$ cat config.mk
export PLATFORM = sky130hd
export DESIGN_NAME = serial_oc_addsub
export DESIGN_NICKNAME = d
export VERILOG_FILES = /design/src/rtl/soa_pkg.sv /design/src/rtl/soa_ctrl.sv /design/src/rtl/soa_counter.sv /design/src/rtl/soa_shreg.sv /design/src/rtl/soa_operand.sv /design/src/rtl/serial_oc_addsub.sv
export SDC_FILE = /design/constraint.sdc
export NUM_CORES = 1
export LEC_CHECK = 0
export ABC_CLOCK_PERIOD_IN_PS = 2400
export BUFFER_PORTS_ARGS = -buffer_cell sky130_fd_sc_hd__buf_2
export CELL_PAD_IN_SITES_DETAIL_PLACEMENT = 0
export CELL_PAD_IN_SITES_GLOBAL_PLACEMENT = 1
export CORE_ASPECT_RATIO = 0.8
export CORE_UTILIZATION = 40
export CTS_BUF_LIST = sky130_fd_sc_hd__clkbuf_16
export DETAILED_ROUTE_END_ITERATION = 10
export PLACE_DENSITY = 0.9
export SLEW_MARGIN = 5
export SYNTH_ARGS = -nofsm -noshare
export SYNTH_HDL_FRONTEND = slang
export SYNTH_SLANG_ARGS = --single-unit
export TNS_END_PERCENT = 30
$ cat constraint.sdc
create_clock -name clk -period 2.4 [get_ports clk]
set_clock_uncertainty 0.2 [all_clocks]
set_input_delay 0.36 -clock clk [delete_from_list [all_inputs] [get_ports clk]]
set_output_delay 0.36 -clock clk [all_outputs]
set_load 0.05 [all_outputs]
$ cat src/rtl/soa_pkg.sv
package soa_pkg;
  typedef enum logic [1:0] {
    SOA_IDLE  = 2'd0,
    SOA_SHIFT = 2'd1,
    SOA_DONE  = 2'd2
  } soa_state_e;
endpackage

$ cat src/rtl/soa_ctrl.sv
module soa_ctrl
  import soa_pkg::*;
(
  input  logic clk,
  input  logic rst_n,
  input  logic start,
  input  logic last,
  output logic launch,
  output logic sh,
  output logic idle,
  output logic fin
);
  soa_state_e st_q, st_d;

  always_comb begin
    st_d = st_q;
    unique case (st_q)
      SOA_IDLE:  if (start) st_d = SOA_SHIFT;
      SOA_SHIFT: if (last)  st_d = SOA_DONE;
      SOA_DONE:  if (!start) st_d = SOA_IDLE;
      default:   st_d = SOA_IDLE;
    endcase
  end

  always_ff @(posedge clk or negedge rst_n) begin
    if (!rst_n) st_q <= SOA_IDLE;
    else        st_q <= st_d;
  end

  assign idle   = (st_q == SOA_IDLE);
  assign sh     = (st_q == SOA_SHIFT);
  assign fin    = (st_q == SOA_DONE);
  assign launch = idle && start;
endmodule

$ cat src/rtl/soa_counter.sv
module soa_counter #(
  parameter int WIDTH = 4
) (
  input  logic clk,
  input  logic rst_n,
  input  logic clr,
  input  logic en,
  output logic last,
  output logic second_pass
);
  localparam int SHIFTS = 2 * WIDTH;
  localparam int CNT_W  = $clog2(SHIFTS);
  localparam logic [CNT_W-1:0] LAST_V = CNT_W'(SHIFTS - 1);
  localparam logic [CNT_W-1:0] HALF_V = CNT_W'(WIDTH);

  logic [CNT_W-1:0] cnt_q;

  always_ff @(posedge clk or negedge rst_n) begin
    if (!rst_n)   cnt_q <= '0;
    else if (clr) cnt_q <= '0;
    else if (en)  cnt_q <= cnt_q + 1'b1;
  end

  assign last        = (cnt_q == LAST_V);
  assign second_pass = (cnt_q >= HALF_V);
endmodule

$ cat src/rtl/soa_shreg.sv
module soa_shreg #(
  parameter int WIDTH = 4
) (
  input  logic             clk,
  input  logic             rst_n,
  input  logic             load,
  input  logic [WIDTH-1:0] par_in,
  input  logic             shift,
  input  logic             ser_in,
  output logic             ser_out,
  output logic [WIDTH-1:0] q
);
  logic [WIDTH-1:0] q_r;

  for (genvar i = 0; i < WIDTH; i++) begin : g_bit
    logic nxt;
    if (i == WIDTH - 1) begin : g_top
      assign nxt = ser_in;
    end else begin : g_mid
      assign nxt = q_r[i+1];
    end
    always_ff @(posedge clk or negedge rst_n) begin
      if (!rst_n)     q_r[i] <= 1'b0;
      else if (load)  q_r[i] <= par_in[i];
      else if (shift) q_r[i] <= nxt;
    end
  end

  assign q       = q_r;
  assign ser_out = q_r[0];
endmodule

$ cat src/rtl/soa_operand.sv
module soa_operand (
  input  logic y_bit,
  input  logic add_mode,
  input  logic mask,
  output logic b_bit
);
  always_comb begin
    if (mask)          b_bit = 1'b0;
    else if (add_mode) b_bit = y_bit;
    else               b_bit = ~y_bit;
  end
endmodule

$ cat src/rtl/serial_oc_addsub.sv
module serial_oc_addsub #(
  parameter int WIDTH = 4
) (
  input  logic             clk,
  input  logic             rst_n,
  input  logic             start,
  input  logic             mode_add,
  input  logic             load_valid,
  output logic             load_ready,
  input  logic [WIDTH-1:0] x_load,
  input  logic [WIDTH-1:0] y_load,
  output logic [WIDTH-1:0] x_out,
  output logic [WIDTH-1:0] y_out,
  output logic             busy,
  output logic             done
);
  logic launch, sh, idle, fin, last, second_pass;
  logic take;
  logic x_bit, y_bit, b_bit, sum_bit, cout, carry_q;

  soa_ctrl u_ctrl (
    .clk(clk), .rst_n(rst_n), .start(start), .last(last),
    .launch(launch), .sh(sh), .idle(idle), .fin(fin)
  );

  soa_counter #(.WIDTH(WIDTH)) u_cnt (
    .clk(clk), .rst_n(rst_n), .clr(launch), .en(sh),
    .last(last), .second_pass(second_pass)
  );

  assign take = load_valid && idle;

  soa_shreg #(.WIDTH(WIDTH)) u_x (
    .clk(clk), .rst_n(rst_n), .load(take), .par_in(x_load),
    .shift(sh), .ser_in(sum_bit), .ser_out(x_bit), .q(x_out)
  );

  soa_shreg #(.WIDTH(WIDTH)) u_y (
    .clk(clk), .rst_n(rst_n), .load(take), .par_in(y_load),
    .shift(sh), .ser_in(y_bit), .ser_out(y_bit), .q(y_out)
  );

  soa_operand u_op (
    .y_bit(y_bit), .add_mode(mode_add), .mask(second_pass), .b_bit(b_bit)
  );

  // one full adder shared by both passes
  assign sum_bit = x_bit ^ b_bit ^ carry_q;
  assign cout    = (x_bit & b_bit) | (carry_q & (x_bit ^ b_bit));

  // carry is kept across the pass boundary: it becomes the end-around carry
  always_ff @(posedge clk or negedge rst_n) begin
    if (!rst_n)      carry_q <= 1'b0;
    else if (launch) carry_q <= 1'b0;
    else if (sh)     carry_q <= cout;
  end

  assign load_ready = idle;
  assign busy       = sh;
  assign done       = fin;
endmodule

=== Word-level counts from Yosys, hierarchy flattened ===
Index checks and enable logic that the tools add are counted.

* Bits in registers: 14
* Output and inout port bits: 11

* $add $sub $neg: 1
* Equal/unequal tests: 6
* $lt $le $gt $ge: 1
* Reductions and logical operators: 6
* Bitwise operators: 6
* Mux-type cells: 26

{| class="wikitable"
|+ Operator list
! cell !! number
|-
| two-way mux 1 bit || 20
|-
| two-way mux 2 bit || 3
|-
| two-way mux 3 bit || 2
|-
| case mux 2 bit (3 select lines) || 1
|-
| inequality test 2 bit (second input constant) || 2
|-
| nonzero test 2 bit || 2
|-
| adder 3 x 1 -> 3 bit (second input constant) || 1
|-
| == test 3 bit (second input constant) || 1
|-
| >= comparator 3 bit (second input constant) || 1
|-
| AND reduction 3 bit || 1
|-
| bitwise AND 1 bit || 2
|-
| == test 2 x 1 -> 1 bit (second input constant) || 1
|-
| == test 2 bit (second input constant) || 1
|-
| logical AND 1 bit || 2
|-
| logical NOT 2 bit || 1
|-
| inequality test 2 x 1 -> 1 bit (second input constant) || 1
|-
| XOR 1 bit || 2
|-
| inverter 1 bit || 1
|-
| OR 1 bit || 1
|}

=== Logic depth before layout (Yosys ltp) ===
Gate-level depths: netlist of the first run.

* Word-level depth: 8
* Mapped depth: 5
* Gate-level depth less buffers: 5

=== Modules after synthesis ===
Synthesis of the first run repeated with hierarchy kept, for this count alone.

* Cells, all modules: 74
* Area, all modules: 773.2 um^2

{| class="wikitable"
|+ By module, submodules not included
! module !! instances !! cells each !! area each (um^2) !! sequential area each (um^2)
|-
| soa_shreg || 2 || 21 || 216.5 || 100.1
|-
| soa_counter || 1 || 15 || 163.9 || 75.1
|-
| soa_ctrl || 1 || 10 || 98.8 || 50.0
|-
| serial_oc_addsub || 1 || 5 || 65.1 || 25.0
|-
| soa_operand || 1 || 2 || 12.5 || 0.0
|}

=== Worst setup path after synthesis of the first run ===
Ideal clock, no wire load.

* Kind: register to output
* From: register u_ctrl.st_q[1]
* To: output done
* Path buffers: 0
* Slack: 0.583 ns
* Stages on the path, launching flop included: 3
* Data arrival time: 1.257 ns
* Cells stage by stage: dfrtp_1 clkinv_1 nor2_1

* Word-level cells in the longest chain between the ends: 1

{| class="wikitable"
|+ Ends and longest elaborated chain
! what !! line !! RTL
|-
| start: declaration || soa_ctrl.sv:13 || <nowiki>soa_state_e st_q, st_d;</nowiki>
|-
| start signal: assignment || soa_ctrl.sv:27 || <nowiki>else st_q <= st_d;</nowiki>
|-
| == test 2 bit || soa_ctrl.sv:32 || <nowiki>assign fin = (st_q == SOA_DONE);</nowiki>
|-
| end: declaration || serial_oc_addsub.sv:15 || <nowiki>output logic done</nowiki>
|}

Every way passes these cells.

=== Final worst setup path of the first run ===
Ends and elaborated chain as after synthesis.

==> summary.md, run 1 <==
| Metric | Value |
|---|---|
| Status | finished, final reports clean |
| Final period util | 0.930 |
| Die Outline Area | between 0.002 and 0.0025 mm2 |
| Power spent charging and discharging nets | approximately 760 uW |
| Largest net degree at the start of global routing | 15 |
| Accumulated negative setup slack | 0 ns |
| Required time of the worst setup path | around 1.8 ns |
| Clock sink total | 14 |
| Sequential cell area | 350 um2 |
| Slew at the pin closest to its max-slew limit | 0.384 ns |
| Arrival @ worst endpoint | about 1.7 ns |
| First-pass DRT Iterations | 4 |
| Setup-failing EPs final | 0 |
| Net count of the mapped netlist | 99 |
| Synth top cells by count | 19 x sky130_fd_sc_hd__nor2_1, 14 x sky130_fd_sc_hd__dfrtp_1, 8 x sky130_fd_sc_hd__a211oi_2, 8 x sky130_fd_sc_hd__buf_4, 4 x sky130_fd_sc_hd__o22ai_1 |
| Clock tree buffer depth | 2 |
| Type of element capturing the critical path | primary output |
| Power per unit of standard cell area | roughly 1600 mW/mm2 |
| Crit path max fanout | 13 |
| Final number of hold-violating endpoints | 0 |
| Number of design rule violations left after detail routing | 0 |
| Starting DRC count in detailed routing | 3 |
| Drt total wl | around 1600 um |
| Clk_lat worst skew | roughly 0.24 ns |
| Combinational share of power | 0.518 |
| H-tree lvl count | 1 |
| Clock period minus final worst setup slack | between 2 and 2.5 ns |
| Library cell with the largest summed area after synthesis | sky130_fd_sc_hd__dfrtp_1 |
| Gate Count Post-Synth | 83 |
| Count of state elements after synthesis | 14 |
| Boundary Pins | 24 |
| Total number of nets in the final design | 117 |
| Die outline height | roughly 43 um |
| Overall via count from detail_route | ~630 |
| Share of power burned in registers | 0.289 |
| Static Leakage | around 0.44 nW |
| Via count of the first global-routing pass | ~590 |
| Num CTS Buffers | 3 |
| Via-per-instance ratio | between 5 and 6 |
| Std cell rows | 14 |
| Top-count cell post-synth | sky130_fd_sc_hd__nor2_1 |
| Total internal power | slightly below 900 uW |
| Global-route usage over all layers | 0.170 |
| Sequential-to-total area share from yosys stat | 0.417 |
| Count of warnings emitted by yosys | 0 |
| Path class of the lowest-slack min-delay path | in -> reg |
| Quantity of gates resized following cts | 0 |
| Die extent in x | 53.2 um |
| Kind of critical path | reg -> out |
| Standard cell core area | 0.00193 mm2 |
| Count of buffers inserted at the top-level ports | 23 |
| Count of flip-flops with a built-in enable after synthesis | 0 |
| Initial Utilization | 0.436 |
| Main area contributors after synthesis | sky130_fd_sc_hd__dfrtp_1 42%, sky130_fd_sc_hd__a211oi_2 12%, sky130_fd_sc_hd__nor2_1 8.5% |
| Signed area change from the synthesized netlist to the final layout | 17.7% |
| Post-detail-place hpwl | between 1000 and 1500 um |
| Wire length of the first global-routing pass | 2700 um |
| Congestion Overflow GR | 0 |
| Antenna violations before repair | 0 |
| Final weighted congestion of routability-driven global placement | around 0.77 |
| Number of distinct standard cells referenced by the synthesized netlist | 25 |
| Area after DPL | ~900 um2 |
| Synth Area per Inst | 10.1 um2 |
| Finished Cell Area | 988 um2 |
| Netlist area before placement | 840 um2 |
| Fraction of final layout cells with drive strength greater than 1 | 0.390 |
| Startpoint types | flop |
| RSZ-0062 raised after global routing | no |
| Worst relative slew slack | 0.744 |
| Fmax achieved | 0.448 GHz |
| Routed wire per std cell | 12.8 um |
| Async set-reset flop share out of synthesis | 1.00 |
| CTS tree | yes |
| Number of nets with antenna violations after detailed routing | 0 |
| Max-cap viol count | 0 |
| Slew Limit Fails | 0 |
| Clock power frac | 0.192 |
| Synth Flop Type | sky130_fd_sc_hd__dfrtp_1 |
| Sw frac | 0.467 |
| Worst vdd rail ir drop | approximately 0.00091 V |
| Top-area cell type share of the netlist area | 0.417 |
| # diodes | 0 |
| Clock root buffer | sky130_fd_sc_hd__clkbuf_16 |
| Area occupied by multi-input gates | 378 um2 |
| Count of fill cells added during filler insertion | roughly 190 |
| Clock-pin slew on the worst setup and hold paths | roughly 0.050 ns |
[flip-flops by register name, indices dropped and copies added (netlist names)]
register and cells:
u_y.ser_out 1, u_x.g_bit.nxt 3, carry_q 1, u_ctrl.st_q 2
u_x.ser_out 1, u_y.g_bit.nxt 3, u_cnt.cnt_q 3
[logic make-up (layout without fill, tap and decap cells)]
family,count (synthesis),count (layout),synth area share
xor gates and xnor gates,1,1,0.0104
muxes,1,1,0.0119
buffers and inverters,17,34,0.133
and+or+nand+nor,25,25,0.124
adders and majority gates,3,3,0.0536
DFF,14,14,0.417
AOI/OAI and AO/OA,22,22,0.250
[through the flow]
| step | setup WS, ns | std cells | hold WS (ns) | utilization | power, mW |
|---|---|---|---|---|---|
| 2_1_floorplan | 0.583 | 83 | -0.136 | - | 1.24 |
| 3_3_place_gp | 0.485 | 119 | 0.0699 | 0.467 | 1.29 |
| 3_5_place_dp | 0.440 | 119 | 0.0746 | 0.467 | 1.32 |
| 4_1_cts | 0.164 | 124 | 0.163 | 0.513 | 1.65 |
| 5_1_grt | 0.0112 | 124 | 0.176 | 0.513 | 1.74 |
| 6_report | 0.168 | 124 | 0.168 | 0.513 | 1.62 |
[per-layer routing]
metal / vias up / part of all wire / GRT usage
met5: - / 0 / 0
met4: 0 / 0.011 / 0.0632
met3: 2 / 0.056 / 0.0645
met2: 14 / 0.46 / 0.258
met1: 298 / 0.47 / 0.218
li1: 313 / - / -
[cell type report]
cell class,instances,share of cell area
multi-input combinational,52,0.382
sequential,14,0.354
timing repair buffer,25,0.134
clock buffer,3,0.0759
tap,24,0.0304
inverter,5,0.0190
clock inverter,1,0.00380
[timing repair]
| item | in CTS | in global routing |
|---|---|---|
| endpoints found under the setup margin | 0 | 0 |
| hold endpoints to repair | 14 | 0 |
| setup buffers | 0 | 0 |
| hold buffers | 1 | 0 |
[cells in the final DEF (no fill, tap or decap)]
master	synthesis	layout
sky130_fd_sc_hd__nand2_1	2	2
sky130_fd_sc_hd__a211oi_2	8	8
sky130_fd_sc_hd__dlygate4sd3_1	0	1
sky130_fd_sc_hd__mux2i_1	1	1
sky130_fd_sc_hd__nor2_1	19	19
sky130_fd_sc_hd__dfrtp_1	14	14
sky130_fd_sc_hd__inv_2	1	1
sky130_fd_sc_hd__a21oi_1	1	1
sky130_fd_sc_hd__nor2b_1	1	1
sky130_fd_sc_hd__or2_1	1	1
sky130_fd_sc_hd__o22ai_2	1	1
sky130_fd_sc_hd__o21bai_1	1	1
sky130_fd_sc_hd__clkinv_1	1	2
sky130_fd_sc_hd__buf_2	2	23
sky130_fd_sc_hd__a21oi_2	1	1
sky130_fd_sc_hd__a22o_1	3	3
sky130_fd_sc_hd__fa_1	1	1
sky130_fd_sc_hd__nand2b_1	2	2
sky130_fd_sc_hd__inv_1	3	3
sky130_fd_sc_hd__o2bb2ai_2	1	1
sky130_fd_sc_hd__clkbuf_16	0	3
sky130_fd_sc_hd__ha_1	2	2
sky130_fd_sc_hd__o21ai_0	2	2
sky130_fd_sc_hd__o22ai_1	4	4
sky130_fd_sc_hd__xnor2_1	1	1
sky130_fd_sc_hd__buf_4	8	1
[worst max-delay path, cell delays in order, from the launching register on]
cell	delay, ns
sky130_fd_sc_hd__dfrtp_1	0.57
sky130_fd_sc_hd__clkinv_1	0.35
sky130_fd_sc_hd__nor2_1	0.23
sky130_fd_sc_hd__buf_2	0.29
[power by group through the flow]
stage               clock [mW]  sequential (mW)  combinational [mW]
floorplan                    0            0.433               0.811
global placement             0            0.466               0.829
detailed placement           0            0.472               0.853
CTS                      0.321            0.470               0.857
global route             0.334            0.488               0.915
finish                   0.313            0.470               0.842
[final timing paths]
| path | from | to | slack [ns] | cells past startpoint |
|---|---|---|---|---|
| worst max-delay path | u_ctrl.st_q[1] | done | 0.17 | 3 |
| worst max register to register | u_y.ser_out | u_x.g_bit[2].nxt | 0.64 | 5 |
| worst min-delay path | start | u_ctrl.st_q[1] | 0.17 | 2 |
| max in group asynchronous | rst_n | u_y.g_bit[2].nxt | 1.42 | 2 |
| min in group asynchronous | rst_n | u_y.g_bit[1].nxt | 0.34 | 2 |
| worst min register to register | carry_q | carry_q | 0.29 | 2 |
Power figures use the tool's default switching activity.
==> inputs of run 2 (changes only) <==
--- a/config.mk
+++ b/config.mk
@@ -12,6 +12,7 @@
 export CORE_ASPECT_RATIO = 0.8
 export CORE_UTILIZATION = 40
 export CTS_BUF_LIST = sky130_fd_sc_hd__clkbuf_16
+export CTS_CLUSTER_DIAMETER = 150
 export DETAILED_ROUTE_END_ITERATION = 10
 export PLACE_DENSITY = 0.9
 export SLEW_MARGIN = 5
==> constraint.sdc (replaced) <==
create_clock -name clk -period 2.4 [get_ports clk]
set_clock_uncertainty 0.2 [all_clocks]
set_input_delay 0.36 -clock clk [delete_from_list [all_inputs] [get_ports clk]]
set_output_delay 0.36 -clock clk [all_outputs]
set_load 0.01 [all_outputs]
==> run 2 against run 1 <==
Compared with the run above: worst setup slack gained 0.14 ns; routed wire length grew 1.5%; critical path depth is the same; clock power shrank 3%; design area shrank 0.38%; clock-buffer cell count is the same; utilization shrank 0.19 points; sequential power is essentially flat; largest cell class unchanged; largest power group unchanged.
==> summary.md, run 2 (synthesis gave the netlist of run 1 again) <==
| Metric | Value |
|---|---|
| First-pass DRT Iterations | 3 (-1) |
| Clock period minus final worst setup slack | 2.09 ns (-0.141 ns) |
| Drt total wl | 1610 um (+1.5%) |
| Kind of critical path | reg -> out |
| Highest cell delay on the worst timing path | 0.56 ns (about the same) |
| GRT busiest layer | met2 |
| Routed wire per std cell | 13.1 um (+2.3%) |
| Top Family by Delay on Critical Path | flip-flops |
| Final cell count without fillers | 123 (-0.81%) |
| Required time of the worst setup path | 1.84 ns (about the same) |
| Arrival @ worst endpoint | 1.53 ns (-0.14 ns) |
| Clk_lat worst skew | 0.24 ns (about the same) |
| Met3 demand-to-capacity share in global routing | 0.0573 (-0.00717) |
| Via count of the first global-routing pass | 579 (-1.5%) |
| Worst vdd rail ir drop | 0.000684 V (-25%) |
| Cell-by-cell listing of the critical path | clkinv_1, nor2_1, buf_2 |
| Path class of the lowest-slack min-delay path | in -> reg |
| M1 GR Usage | 0.237 (+0.0186) |
| Max-cap viol count | 0 (unchanged) |
| Type of element capturing the critical path | primary output |
| Wire length of the first global-routing pass | 2690 um (-0.22%) |
| Clock tree buffer depth | 2 (unchanged) |
| Accumulated negative setup slack | 0 ns (unchanged) |
| Initial Utilization | 0.436 (unchanged) |
| Placement-stage worst setup slack | 0.574 ns (+0.134 ns) |
| Instance count after placement with tap cells included | 119 (unchanged) |
| Worst relative slew slack | 0.737 (-0.00625) |
| Startpoint types | flop |
| Die outline height | 43.0 um (unchanged) |
| Starting DRC count in detailed routing | 11 (+8) |
| Minimum setup slack among reg-to-reg paths | 0.66 ns (+0.02 ns) |
| Power per unit of standard cell area | 1400 mW/mm2 (-15%) |
| H-tree lvl count | 1 (unchanged) |
| Met2 capacity usage during global routing | 0.238 (-0.0200) |
| Quantity of gates resized following cts | 0 (unchanged) |
| Via-per-instance ratio | 4.93 (-2.4%) |
| Die extent in x | 53.2 um (unchanged) |
| Fmax achieved | 0.478 GHz (+6.7%) |
| Utilization after layout | 0.511 (-0.00195) |
| # diodes | 0 (unchanged) |
| Clock-pin slew on the worst setup and hold paths | 0.04 ns (about the same) |
| Signed area change from the synthesized netlist to the final layout | 17.3% |
| Crit path max fanout | 13 (unchanged) |
| Standard cell core area | 0.00193 mm2 (unchanged) |
| Slew Limit Fails | 0 (unchanged) |
| Buffers plus inverters on the worst setup path | 2 (unchanged) |
| Slew at the pin closest to its max-slew limit | 0.394 ns (+0.00937 ns) |
| Commonest cells after routing, fill and taps aside | 23 x sky130_fd_sc_hd__buf_2, 19 x sky130_fd_sc_hd__nor2_1, 14 x sky130_fd_sc_hd__dfrtp_1 |
| Post-detail-place hpwl | 1220 um (-1.4%) |
| Boundary Pins | 24 (unchanged) |
| Final number of hold-violating endpoints | 0 (unchanged) |
| Congestion Overflow GR | 0 (unchanged) |
| Total number of nets in the final design | 117 (unchanged) |
| Num CTS Buffers | 3 (unchanged) |
| Final weighted congestion of routability-driven global placement | 0.756 (-2.3%) |
| Most common cell after layout, fill and taps aside | sky130_fd_sc_hd__buf_2 |
| CTS tree | yes |
| Setup-failing EPs final | 0 (unchanged) |
| Overall via count from detail_route | 607 (-3.2%) |
| Fraction of final layout cells with drive strength greater than 1 | 0.394 (+0.00394) |
| Global-route usage over all layers | 0.165 (-0.00555) |
| Final worst slack | 0.309 ns (+0.141 ns) |
| Status | finished, final reports clean |
| Largest net degree at the start of global routing | 15 (unchanged) |
| Clock sink total | 14 (unchanged) |
| Total chip power | 1.37 mW (-15%) |
| Number of design rule violations left after detail routing | 0 (unchanged) |
| Die Outline Area | 0.00229 mm2 (unchanged) |
| Count of buffers inserted at the top-level ports | 23 (unchanged) |
| Final period util | 0.871 (-0.0586) |
| Static Leakage | 0.440 nW (-0.36%) |
| Clock root buffer | sky130_fd_sc_hd__clkbuf_16 |
| RSZ-0062 raised after global routing | no |
| Antenna violations before repair | 0 (unchanged) |
| Std cell rows | 14 (unchanged) |
| Number of nets with antenna violations after detailed routing | 0 (unchanged) |
| Slowest cell on the critical path | sky130_fd_sc_hd__dfrtp_1 |
[run 2: changes by cell type in the layout (fill, tap and decap cells not counted), sizes merged]
cell    before  now
clkinv       2    1
[run 2: area by class of cell]
type                       count  area [um2]
fill                         183         942
multi-input combinational     52         378
sequential                    14         350
timing repair buffer          25         133
clock buffer                   3        75.1
tap                           24        30.0
inverter                       5        18.8
[run 2: worst paths after layout]
path | start | to | cells past startpoint
worst min register to register | u_cnt.cnt_q[1] | u_cnt.cnt_q[1] | 1
worst max register to register | u_y.ser_out | u_x.g_bit[2].nxt | 5
max in group asynchronous | rst_n | u_cnt.cnt_q[0] | 2
min in group asynchronous | rst_n | u_y.g_bit[1].nxt | 2
worst min-delay path | start | u_ctrl.st_q[1] | 2
worst max-delay path | u_ctrl.st_q[1] | done | 3
[run 2: per-stage QoR]
stage	hold WS, ns	cell area (um2)
after floorplan	-0.136	840
after global placement	0.0699	900
after detailed placement	0.0765	900
after CTS	0.174	985
after global routing	0.192	985
final	0.177	985
[run 2: per-layer routing]
| layer | routed length (um) | vias to the layer above |
|---|---|---|
| met3 | 89 | 0 |
| met5 | 0 | - |
| met2 | 736 | 15 |
| met1 | 788 | 283 |
| met4 | 0 | 0 |
| li1 | - | 309 |
[run 2: worst register-to-register path: cells and delay by family (launching register included)]
family	cells	cell delay, ns
XOR/XNOR	1	0.16
adder cells (fa/ha/maj)	1	0.46
AO/OA/AOI/OAI	2	0.31
flip-flops	1	0.43
AND/OR/NAND/NOR	1	0.09
[run 2: what timing repair did]
item	4_1_cts	5_1_grt
endpoints found under the hold margin	14	0
hold buffers	1	0
buffers inserted	0	0
[run 2: where the power goes]
group          switching (mW)  internal [mW]
sequential              0.119          0.350
combinational           0.307          0.294
clock                  0.0877          0.217
total                   0.513          0.861
==> inputs of run 3 (changes only) <==
--- a/config.mk
+++ b/config.mk
@@ -5,16 +5,16 @@
 export SDC_FILE = /design/constraint.sdc
 export NUM_CORES = 1
 export LEC_CHECK = 0
-export ABC_CLOCK_PERIOD_IN_PS = 2400
+export ABC_CLOCK_PERIOD_IN_PS = 2300
 export BUFFER_PORTS_ARGS = -buffer_cell sky130_fd_sc_hd__buf_2
 export CELL_PAD_IN_SITES_DETAIL_PLACEMENT = 0
 export CELL_PAD_IN_SITES_GLOBAL_PLACEMENT = 1
 export CORE_ASPECT_RATIO = 0.8
-export CORE_UTILIZATION = 40
+export CORE_UTILIZATION = 37
 export CTS_BUF_LIST = sky130_fd_sc_hd__clkbuf_16
 export CTS_CLUSTER_DIAMETER = 150
 export DETAILED_ROUTE_END_ITERATION = 10
-export PLACE_DENSITY = 0.9
+export PLACE_DENSITY = 0.85
 export SLEW_MARGIN = 5
 export SYNTH_ARGS = -nofsm -noshare
 export SYNTH_HDL_FRONTEND = slang
==> constraint.sdc (replaced) <==
create_clock -name clk -period 2.3 [get_ports clk]
set_clock_uncertainty 0.2 [all_clocks]
set_input_delay 0.345 -clock clk [delete_from_list [all_inputs] [get_ports clk]]
set_output_delay 0.345 -clock clk [all_outputs]
set_load 0.01 [all_outputs]
==> run 3 against run 2 <==
Compared with the run above: combinational power increased by 4.8%; highest routed layer is now met4; worst hold slack got worse by 0.023 ns; power increased by 5.3%; critical endpoint unchanged; design area increased by 0.51%; flip-flop and latch count unchanged.
==> summary.md, run 3 (synthesis gave the netlist of run 1 again) <==
| Metric | Value |
|---|---|
| Commonest cells after routing, fill and taps aside | 23 x sky130_fd_sc_hd__buf_2, 19 x sky130_fd_sc_hd__nor2_1, 14 x sky130_fd_sc_hd__dfrtp_1 |
| Total internal power | 908 uW (+5.5%) |
| Minimum setup slack among reg-to-reg paths | 0.58 ns (-0.08 ns) |
| Worst relative slew slack | 0.470 (-0.267) |
| Final weighted congestion of routability-driven global placement | 0.782 (+3.4%) |
| Clock period minus final worst setup slack | between 2 and 2.5 ns |
| CTS tree | yes |
| Clock sink total | 14 (unchanged) |
| Signed area change from the synthesized netlist to the final layout | 17.9% |
| Max-cap viol count | 0 (unchanged) |
| Clk_lat worst skew | 0.24 ns (about the same) |
| Combinational share of power | 0.434 (-0.003) |
| Die outline height | 44.6 um (+3.8%) |
| Initial Utilization | 0.392 (-0.0433) |
| Starting DRC count in detailed routing | 9 (-2) |
| Slowest cell on the critical path | sky130_fd_sc_hd__dfrtp_1 |
| Count of buffers inserted at the top-level ports | 23 (unchanged) |
| Clock-pin slew on the worst setup and hold paths | 0.05 ns (about the same) |
| Largest net degree at the start of global routing | 15 (unchanged) |
| Via-per-instance ratio | 5.06 (+2.5%) |
| Path class of the lowest-slack min-delay path | in -> reg |
| Fraction of final layout cells with drive strength greater than 1 | 0.390 (-0.00394) |
| Routed wire per std cell | 13.3 um (+1.6%) |
| Met2 Wirelength | 760 um (+3.3%) |
| Power spent charging and discharging nets | 539 uW (+5.0%) |
| Post-detail-place hpwl | 1230 um (+0.81%) |
| Num CTS Buffers | 3 (unchanged) |
| Number of design rule violations left after detail routing | 0 (unchanged) |
| Boundary Pins | 24 (unchanged) |
| Cell-by-cell listing of the critical path | clkinv_1, nor2_1, buf_2 |
| Static Leakage | 0.441 nW (+0.32%) |
| Power per unit of standard cell area | 1460 mW/mm2 (+4.8%) |
| Type of element capturing the critical path | primary output |
| Std cell rows | 15 (+1) |
| Depth of the worst register-to-register path | 5 (unchanged) |
| Status | finished, final reports clean |
| Fmax achieved | around 0.47 GHz |
| Drt total wl | 1670 um (+3.3%) |
| DR WL met3 | 99 um (+11%) |
| Overall via count from detail_route | 632 (+4.1%) |
| Slew Limit Fails | 0 (unchanged) |
| Crit Reg-Reg Startpoint | u_y.ser_out |
| Startpoint types | flop |
| Slew at the pin closest to its max-slew limit | 0.793 ns (+0.399 ns) |
| Setup-failing EPs final | 0 (unchanged) |
| Accumulated negative setup slack | 0 ns (unchanged) |
| Clock power frac | 0.227 (+0.005) |
| Die extent in x | 55.3 um (+3.8%) |
| Post-CTS Setup Repair Bufs | 0 (unchanged) |
| Required time of the worst setup path | 1.75 ns (-0.09 ns) |
| Instance count after placement with tap cells included | 120 (+0.84%) |
| RSZ-0062 raised after global routing | no |
| Number of nets with antenna violations after detailed routing | 0 (unchanged) |
| Kind of critical path | reg -> out |
| Global-route usage over all layers | 0.153 (-0.0117) |
| Highest cell delay on the worst timing path | 0.58 ns (+0.02 ns) |
| Worst vdd rail ir drop | 0.000746 V (+9.0%) |
| Final number of hold-violating endpoints | 0 (unchanged) |
| Antenna violations before repair | 0 (unchanged) |
| Worst setup path startpoint | u_ctrl.st_q[1] |
| Max Used Layer | met4 |
| Crit path max fanout | 13 (unchanged) |
| # diodes | 0 (unchanged) |
| Arrival @ worst endpoint | 1.57 ns (+0.04 ns) |
| Total number of nets in the final design | 117 (unchanged) |
| First-pass DRT Iterations | 4 (+1) |
| Wl on met1 | 786 um (-0.25%) |
| H-tree lvl count | 1 (unchanged) |
| Standard cell core area | 0.00214 mm2 (+11%) |
| Congestion Overflow GR | 0 (unchanged) |
| Termination of the worst setup path | done |
| Sw frac | 0.372 (-0.00106) |
| Clock root buffer | sky130_fd_sc_hd__clkbuf_16 |
| Wire length of the first global-routing pass | 2780 um (+3.3%) |
| Final cell count without fillers | 125 (+1.6%) |
| Via count of the first global-routing pass | 595 (+2.8%) |
| Most common cell after layout, fill and taps aside | sky130_fd_sc_hd__buf_2 |
| Placement-stage worst setup slack | 0.467 ns (-0.107 ns) |
| Clock tree buffer depth | 2 (unchanged) |
| Final worst slack | 0.188 ns (-0.121 ns) |
| Capture instance of the worst register-to-register path | u_x.g_bit[2].nxt |
| Share of power burned in registers | 0.338 (-0.003) |
| Final period util | 0.918 |
| Die Outline Area | 0.00246 mm2 (+7.8%) |
-- run 3: cell count changes in the layout (fill, tap and decap cells not counted), sizes merged --
cell    change
clkinv      +1
-- run 3: power by group through the flow --
stage / Combinational (mW) / Clock (mW) / Sequential (mW)
2_1_floorplan: 0.587 / 0 / 0.452
3_3_place_gp: 0.614 / 0 / 0.487
3_5_place_dp: 0.630 / 0 / 0.492
4_1_cts: 0.639 / 0.337 / 0.490
5_1_grt: 0.698 / 0.348 / 0.507
6_report: 0.629 / 0.329 / 0.489
-- run 3: cell type report --
| class | count | area, um2 |
|---|---|---|
| Fill cell | 223 | 1150 |
| Tap cell | 25 | 31.3 |
| Inverter | 5 | 18.8 |
| Timing Repair Buffer | 25 | 133 |
| Clock buffer | 3 | 75.1 |
| Multi-Input combinational cell | 52 | 378 |
| Clock inverter | 1 | 3.75 |
| Sequential cell | 14 | 350 |
-- run 3: worst min path at each step --
stage          depth (start not counted)                to  startpoint  slack (ns)
2_1_floorplan                          0           carry_q       rst_n       -0.15
3_3_place_gp                           1  u_y.g_bit[1].nxt       rst_n        0.06
3_5_place_dp                           1  u_y.g_bit[1].nxt       rst_n        0.06
4_1_cts                                2    u_ctrl.st_q[1]       start        0.15
5_1_grt                                2    u_ctrl.st_q[1]       start        0.16
6_report                               2    u_ctrl.st_q[1]       start        0.15
-- run 3: layer usage --
| layer | vias to the layer above | GRT usage |
|---|---|---|
| met5 | - | 0 |
| met4 | 0 | 0.0750 |
| met3 | 2 | 0.0643 |
| met2 | 15 | 0.236 |
| met1 | 303 | 0.187 |
| li1 | 312 | - |
-- run 3: stage by stage --
step	hold WS, ns	total power [mW]	util	instance area (um2)
2_1_floorplan	-0.151	1.04	-	840
3_3_place_gp	0.0586	1.10	0.421	901
3_5_place_dp	0.0623	1.12	0.421	901
4_1_cts	0.153	1.47	0.463	990
5_1_grt	0.158	1.55	0.463	990
6_report	0.154	1.45	0.463	990
-- run 3: what timing repair did --
item / in CTS / in global routing
resized for setup: 0 / 0
hold buffers: 1 / 0
hold endpoints to repair: 14 / 0
-- run 3: critical path, delay by kind of cell, from the launching register on --
family                 cells  cell delay (ns)
buffers and inverters      2             0.51
AND/OR/NAND/NOR            1             0.24
flip-flops                 1             0.58
